<file path="config.mk">
export PLATFORM = sky130hd
export DESIGN_NAME = qcap_unit
export DESIGN_NICKNAME = d
export VERILOG_FILES = /design/src/rtl/qcap_pkg.sv /design/src/rtl/qcap_counters.sv /design/src/rtl/qcap_bank.sv /design/src/rtl/qcap_history.sv /design/src/rtl/qcap_unit.sv
export SDC_FILE = /design/constraint.sdc
export NUM_CORES = 1
export LEC_CHECK = 0
export CELL_PAD_IN_SITES_DETAIL_PLACEMENT = 0
export CELL_PAD_IN_SITES_GLOBAL_PLACEMENT = 2
export CORE_MARGIN = 3
export CORE_UTILIZATION = 31
export DETAILED_ROUTE_END_ITERATION = 8
export GPL_TIMING_DRIVEN = 0
export PLACE_DENSITY_LB_ADDON = 0.25
export SETUP_SLACK_MARGIN = 0.05
export SLEW_MARGIN = 40
export SYNTH_ARGS = -nofsm -noshare
export SYNTH_HDL_FRONTEND = slang
export SYNTH_SLANG_ARGS = --single-unit
</file>
<file path="constraint.sdc">
create_clock -name clk -period 2.41 [get_ports clk]
set_input_delay 0.723 -clock clk [delete_from_list [all_inputs] [get_ports clk]]
set_output_delay 0.723 -clock clk [all_outputs]
set_load 0.01 [all_outputs]
</file>
<file path="src/rtl/qcap_pkg.sv">
package qcap_pkg;
  localparam int WORD_W = 32;
  localparam int N_EVT  = 4;
  localparam int N_HIST = 4;
  localparam int N_BANK = 3;

  // Bank slots: read bank, then the two snapshot banks.
  localparam int SLOT_RD = 0;
  localparam int SLOT_S0 = 1;
  localparam int SLOT_S1 = 2;

  // Field positions inside the packed words.
  localparam int PH_DIR_BIT  = 30;
  localparam int PH_A_BIT    = 26;
  localparam int PH_B_BIT    = 25;
  localparam int SPD_DIR_BIT = 31;
  localparam int SPD_A_BIT   = 30;
  localparam int SPD_B_BIT   = 29;

  typedef struct packed {
    logic [WORD_W-1:0] ph;
    logic [WORD_W-1:0] rev;
    logic [WORD_W-1:0] spd;
    logic [WORD_W-1:0] tmr;
  } qcap_bank_t;
endpackage

</file>
<file path="src/rtl/qcap_counters.sv">
module qcap_counters #(
  parameter int SPD_W = 28,
  parameter int TMR_W = 32
) (
  input  logic             clk,
  input  logic             rst_n,
  input  logic             step,
  output logic [SPD_W-1:0] spd_o,
  output logic [TMR_W-1:0] tmr_o
);
  localparam logic [SPD_W-1:0] SPD_MAX = {SPD_W{1'b1}};

  logic [SPD_W-1:0] spd_q, spd_d;
  logic [TMR_W-1:0] tmr_q, tmr_d;

  always_comb begin
    if (step)                spd_d = '0;
    else if (spd_q == SPD_MAX) spd_d = spd_q;
    else                     spd_d = spd_q + 1'b1;
    tmr_d = tmr_q + 1'b1;
  end

  always_ff @(posedge clk or negedge rst_n) begin
    if (!rst_n) begin
      spd_q <= '0;
      tmr_q <= '0;
    end else begin
      spd_q <= spd_d;
      tmr_q <= tmr_d;
    end
  end

  assign spd_o = spd_q;
  assign tmr_o = tmr_q;
endmodule

</file>
<file path="src/rtl/qcap_bank.sv">
module qcap_bank
  import qcap_pkg::*;
(
  input  logic       clk,
  input  logic       rst_n,
  input  logic       load,
  input  qcap_bank_t din,
  output qcap_bank_t q
);
  qcap_bank_t bank_q, bank_d;

  always_comb begin
    bank_d = bank_q;
    if (load) bank_d = din;
  end

  always_ff @(posedge clk or negedge rst_n) begin
    if (!rst_n) bank_q <= '0;
    else        bank_q <= bank_d;
  end

  assign q = bank_q;
endmodule

</file>
<file path="src/rtl/qcap_history.sv">
module qcap_history
  import qcap_pkg::*;
#(
  parameter int DEPTH = N_HIST
) (
  input  logic                         clk,
  input  logic                         rst_n,
  input  logic                         ab_a,
  input  logic                         ab_b,
  input  logic [WORD_W-1:0]            din,
  output logic [DEPTH-1:0][WORD_W-1:0] hist_o
);
  logic [1:0]                   ab_prev_q;
  logic                         shift_en;
  logic [DEPTH-1:0][WORD_W-1:0] hist_q, hist_d;

  assign shift_en = (ab_prev_q == 2'b00) && ({ab_a, ab_b} != 2'b00);

  always_comb begin
    hist_d = hist_q;
    if (shift_en) hist_d[0] = din;
  end

  for (genvar k = 1; k < DEPTH; k++) begin : g_chain
    always_ff @(posedge clk or negedge rst_n) begin
      if (!rst_n)        hist_q[k] <= '0;
      else if (shift_en) hist_q[k] <= hist_q[k-1];
    end
  end

  always_ff @(posedge clk or negedge rst_n) begin
    if (!rst_n) begin
      hist_q[0] <= '0;
      ab_prev_q <= 2'b11;
    end else begin
      hist_q[0] <= hist_d[0];
      ab_prev_q <= {ab_a, ab_b};
    end
  end

  assign hist_o = hist_q;
endmodule

</file>
<file path="src/rtl/qcap_unit.sv">
module qcap_unit
  import qcap_pkg::*;
#(
  parameter int PH_W  = 21,
  parameter int SPD_W = 28,
  parameter int TMR_W = 32
) (
  input  logic             clk,
  input  logic             rst_n,
  input  logic             step,
  input  logic             dir,
  input  logic             ab_a,
  input  logic             ab_b,
  input  logic [PH_W-1:0]  ph_cnt,
  input  logic [31:0]      rev_cnt,
  input  logic             sw_read,
  input  logic [3:0]       evt_flag,
  input  logic [3:0]       evt_en,
  input  logic             snap_in,
  input  logic             snap_en,
  output logic [SPD_W-1:0] spd_cnt,
  output logic [TMR_W-1:0] tmr_cnt,
  output logic [31:0]      rd_ph,
  output logic [31:0]      rd_rev,
  output logic [31:0]      rd_spd,
  output logic [31:0]      rd_tmr,
  output logic [31:0]      s0_ph,
  output logic [31:0]      s0_rev,
  output logic [31:0]      s0_spd,
  output logic [31:0]      s0_tmr,
  output logic [31:0]      s1_ph,
  output logic [31:0]      s1_rev,
  output logic [31:0]      s1_spd,
  output logic [31:0]      s1_tmr,
  output logic [31:0]      hist0,
  output logic [31:0]      hist1,
  output logic [31:0]      hist2,
  output logic [31:0]      hist3
);
  logic [SPD_W-1:0] spd_live;
  logic [TMR_W-1:0] tmr_live;

  qcap_counters #(.SPD_W(SPD_W), .TMR_W(TMR_W)) u_cnt (
    .clk(clk), .rst_n(rst_n), .step(step), .spd_o(spd_live), .tmr_o(tmr_live)
  );

  // Word packing shared by every bank and the history.
  qcap_bank_t        cur;
  logic [WORD_W-1:0] spd_plain;

  always_comb begin
    spd_plain              = '0;
    spd_plain[SPD_W-1:0]   = spd_live;
    cur                    = '0;
    cur.ph[PH_W-1:0]       = ph_cnt;
    cur.ph[PH_DIR_BIT]     = dir;
    cur.ph[PH_A_BIT]       = ab_a;
    cur.ph[PH_B_BIT]       = ab_b;
    cur.rev                = rev_cnt;
    cur.spd                = spd_plain;
    cur.spd[SPD_DIR_BIT]   = dir;
    cur.spd[SPD_A_BIT]     = ab_a;
    cur.spd[SPD_B_BIT]     = ab_b;
    cur.tmr[TMR_W-1:0]     = tmr_live;
  end

  // Snapshot edge detection and bank alternation.
  logic snap_prev_q, snap_prev_d;
  logic snap_sel_q,  snap_sel_d;
  logic snap_fire;

  assign snap_fire = snap_en && snap_in && !snap_prev_q;

  always_comb begin
    snap_prev_d = snap_in;
    snap_sel_d  = snap_sel_q;
    if (snap_fire) snap_sel_d = ~snap_sel_q;
  end

  always_ff @(posedge clk or negedge rst_n) begin
    if (!rst_n) begin
      snap_prev_q <= 1'b0;
      snap_sel_q  <= 1'b0;
    end else begin
      snap_prev_q <= snap_prev_d;
      snap_sel_q  <= snap_sel_d;
    end
  end

  // Load requests per bank slot.
  logic [N_BANK-1:0] bank_ld;
  always_comb begin
    bank_ld          = '0;
    bank_ld[SLOT_RD] = sw_read || (|(evt_flag & evt_en));
    bank_ld[SLOT_S0] = snap_fire && !snap_sel_q;
    bank_ld[SLOT_S1] = snap_fire &&  snap_sel_q;
  end

  qcap_bank_t bank_q [N_BANK];

  for (genvar i = 0; i < N_BANK; i++) begin : g_bank
    qcap_bank u_bank (
      .clk(clk), .rst_n(rst_n), .load(bank_ld[i]), .din(cur), .q(bank_q[i])
    );
  end

  logic [N_HIST-1:0][WORD_W-1:0] hist_w;

  qcap_history #(.DEPTH(N_HIST)) u_hist (
    .clk(clk), .rst_n(rst_n), .ab_a(ab_a), .ab_b(ab_b),
    .din(spd_plain), .hist_o(hist_w)
  );

  assign spd_cnt = spd_live;
  assign tmr_cnt = tmr_live;
  assign rd_ph   = bank_q[SLOT_RD].ph;
  assign rd_rev  = bank_q[SLOT_RD].rev;
  assign rd_spd  = bank_q[SLOT_RD].spd;
  assign rd_tmr  = bank_q[SLOT_RD].tmr;
  assign s0_ph   = bank_q[SLOT_S0].ph;
  assign s0_rev  = bank_q[SLOT_S0].rev;
  assign s0_spd  = bank_q[SLOT_S0].spd;
  assign s0_tmr  = bank_q[SLOT_S0].tmr;
  assign s1_ph   = bank_q[SLOT_S1].ph;
  assign s1_rev  = bank_q[SLOT_S1].rev;
  assign s1_spd  = bank_q[SLOT_S1].spd;
  assign s1_tmr  = bank_q[SLOT_S1].tmr;
  assign hist0   = hist_w[0];
  assign hist1   = hist_w[1];
  assign hist2   = hist_w[2];
  assign hist3   = hist_w[3];
endmodule

</file>
==> results.json <==
{
  "clock-sinks": 524,
  "setup_violations": 0,
  "synthArstFlopShare": 1.00,
  "yosysUniqueCellTypes": 47,
  "final_common_cell": "clkdlybuf4s50_1",
  "layout.nets": 2156,
  "max_freq_mhz": 433,
  "rsz0062_at_grt": "true",
  "critPathMaxStageDelay_ps": 620,
  "grt_antenna_before_repair": 1,
  "dp.final_hpwl_um": 48600,
  "syn-instance-count": 1330,
  "final_area_um2": 30200,
  "cp_top_family": "buffers and inverters",
  "syn2layout_area_growth_pct": 48.1,
  "worst_pin_slew_ps": 779,
  "num_io_pins": 642,
  "cts_tree": "yes",
  "grt_pass1_wl_um": 101000,
  "hold_class": "reg -> reg",
  "cts_root_buf": "clkbuf_16",
  "gp_congestion": 0.776,
  "core_um2": 64800,
  "synth_area_per_cell_um2": 15.3,
  "rows": 93,
  "yosysWarningCount": 0,
  "fin_crit_ps": 2310,
  "postRouteAntennaNets": 0,
  "max_cap_viol_count": 0,
  "viasPerCell": 4.53,
  "final_cells": 2984,
  "cp.arrival_ps": 1590,
  "clkTransAtPathRegs_ps": 60,
  "die_x_um": 262,
  "wl_um": 67500,
  "clock_latency_ps": 610,
  "placed_area_um2": 27900,
  "mostFrequentLayoutCells": "clkdlybuf4s50_1 (513), dfrtp_1 (478), mux2_2 (463)",
  "initial_core_util": 0.315,
  "io_buffers": 598,
  "cts_buffers": 58,
  "synth-edff-count": 0,
  "grtUsageTotal": 0.193,
  "grt-ovfl-total": 0,
  "syn_area_um2": 20400,
  "worst_ep_required_time_ps": 1690,
  "finalClockSkew_ps": 28.1,
  "cp_slowest_cell": "clkdlybuf4s50_1",
  "timing.final.crit_share": 0.958,
  "drive_gt1_frac": 0.359,
  "whs_ps": 488,
  "cp_cell_sequence": "clkdlybuf4s50_1",
  "clk_path_buf_depth": 3,
  "criticalPathCategory": "reg -> out",
  "p_per_area_nw_per_um2": 836,
  "hold_viol": 0,
  "wire_per_inst_um": 22.6,
  "place_inst": 2835,
  "total_leakage_power_nw": 14.3,
  "first_global_vias": 14400,
  "dieHeight_um": 262,
  "worst-path-buf-inv": 1,
  "cp-start-kind": "flop",
  "finalMaxSlewViolations": 0,
  "slew_headroom": 0.481,
  "vdd_ir_drop_max_uv": 604,
  "dr.first_iter.drc_count": 505,
  "drcViolationCount": 0,
  "grt_max_degree": 74,
  "die_area_um2": 68900,
  "ys_dominant_reg_cell": "dfrtp_1",
  "h-tree-depth": 2,
  "nFillCells": 5882,
  "crit_fanout": 3,
  "end_kind": "primary output",
  "seq_area_frac_synth": 0.643,
  "vias": 13500,
  "ys_seq_elements": 524,
  "finalPower_mw": 25.2,
  "first_pass_iters": 4,
  "setup_tns_ps": 0,
  "status": "complete, no violations"
}
==> worst paths after layout <==
kind | start | slack [ps] | endpoint | depth (start not counted)
max | u_hist.hist_o[8]$_DFFE_PN0P_ | 100 | hist0[8] | 1
min reg2reg | g_bank[2].u_bank.q[0]$_DFFE_PN0P_ | 490 | g_bank[2].u_bank.q[0]$_DFFE_PN0P_ | 2
min in group asynchronous | rst_n | 590 | u_hist.hist_o[113]$_DFFE_PN0P_ | 2
max reg2reg | u_cnt.tmr_o[4]$_DFF_PN0_ | 170 | u_cnt.tmr_o[29]$_DFF_PN0_ | 6
max in group asynchronous | rst_n | 390 | u_cnt.tmr_o[14]$_DFF_PN0_ | 5
min | g_bank[2].u_bank.q[0]$_DFFE_PN0P_ | 490 | g_bank[2].u_bank.q[0]$_DFFE_PN0P_ | 2
==> kinds of logic after synthesis <==
| family | count (synthesis) | synth area share |
|---|---|---|
| AOI/OAI and AO/OA | 24 | 0.00737 |
| xor gates and xnor gates | 44 | 0.0189 |
| adders and majority gates | 2 | 0.00123 |
| buffers and inverters | 122 | 0.0333 |
| DFF | 524 | 0.643 |
| muxes | 466 | 0.257 |
| other | 1 | 0.000184 |
| and+or+nand+nor | 147 | 0.0384 |
==> stage by stage <==
| stage | util | worst slack (ps) |
|---|---|---|
| after floorplan | - | 146 |
| after global placement | 0.426 | -23350 |
| after detailed placement | 0.430 | -1310 |
| after CTS | 0.464 | 50.0 |
| after global routing | 0.466 | 36.5 |
| final | 0.466 | 101 |
==> cell usage after synthesis, types with 9 or more instances <==
master      n  share of area
buf_4      53          0.020
xnor2_1    27          0.012
clkbuf_1   51         0.0094
nand3_1    20         0.0049
nor3_1     11         0.0027
nand2_1    27         0.0050
nor2_1     31         0.0057
nand4_1    12         0.0037
and3_1      9         0.0028
xor2_1     17         0.0073
dfrtp_1   522           0.64
mux2_2    463           0.26
==> layer usage <==
metal	vias up	wire [um]	track usage
met3	84	5080	0.0639
met4	0	1390	0.0444
met1	6948	26700	0.228
met2	400	34400	0.339
met5	-	0	0
li1	6097	-	-
==> cell type report <==
cell class | count | area [um^2] | share of cell area
Timing Repair Buffer | 652 | 6540 | 0.216
Tap cell | 855 | 1070 | 0.0354
Antenna cell | 1 | 2.50 | 0.0000829
Buffer | 119 | 719 | 0.0238
Sequential cell | 524 | 13200 | 0.436
Multi-Input combinational cell | 726 | 6790 | 0.225
Clock inverter | 13 | 111 | 0.00369
Clock buffer | 91 | 1780 | 0.0588
Inverter | 3 | 11.3 | 0.000373
==> sequential cells by signal, indices dropped and copies added, names as in the netlist <==
| signal | count |
|---|---|
| g_bank.u_bank.q | 348 |
| snap_prev_q | 1 |
| snap_sel_q | 1 |
| u_cnt.spd_o | 28 |
| u_cnt.tmr_o | 32 |
| u_hist.ab_prev_q | 2 |
| u_hist.hist_o | 112 |
==> report_power, final <==
part / total, mW / leakage [nW] / internal, mW / switching, mW
Combinational: 5.75 / 6.59 / 3.40 / 2.35
Sequential: 10.7 / 6.82 / 10.1 / 0.692
Clock: 8.73 / 0.937 / 5.14 / 3.60
Total: 25.2 / 14.3 / 18.6 / 6.64
==> worst min-delay path: stages, from the launching register on <==
cell and delay, ps:
dfrtp_1 350, nand2_1 50, o21ai_0 60
==> what timing repair did <==
action                     in CTS  in global routing
pin swaps                       1                  2
setup endpoints to repair     344                 81
hold endpoints to repair       32                  0
resized for setup             130                 38
hold buffers                    1                  0
buffers inserted               40                  3
(Power assumes the default switching activity.)
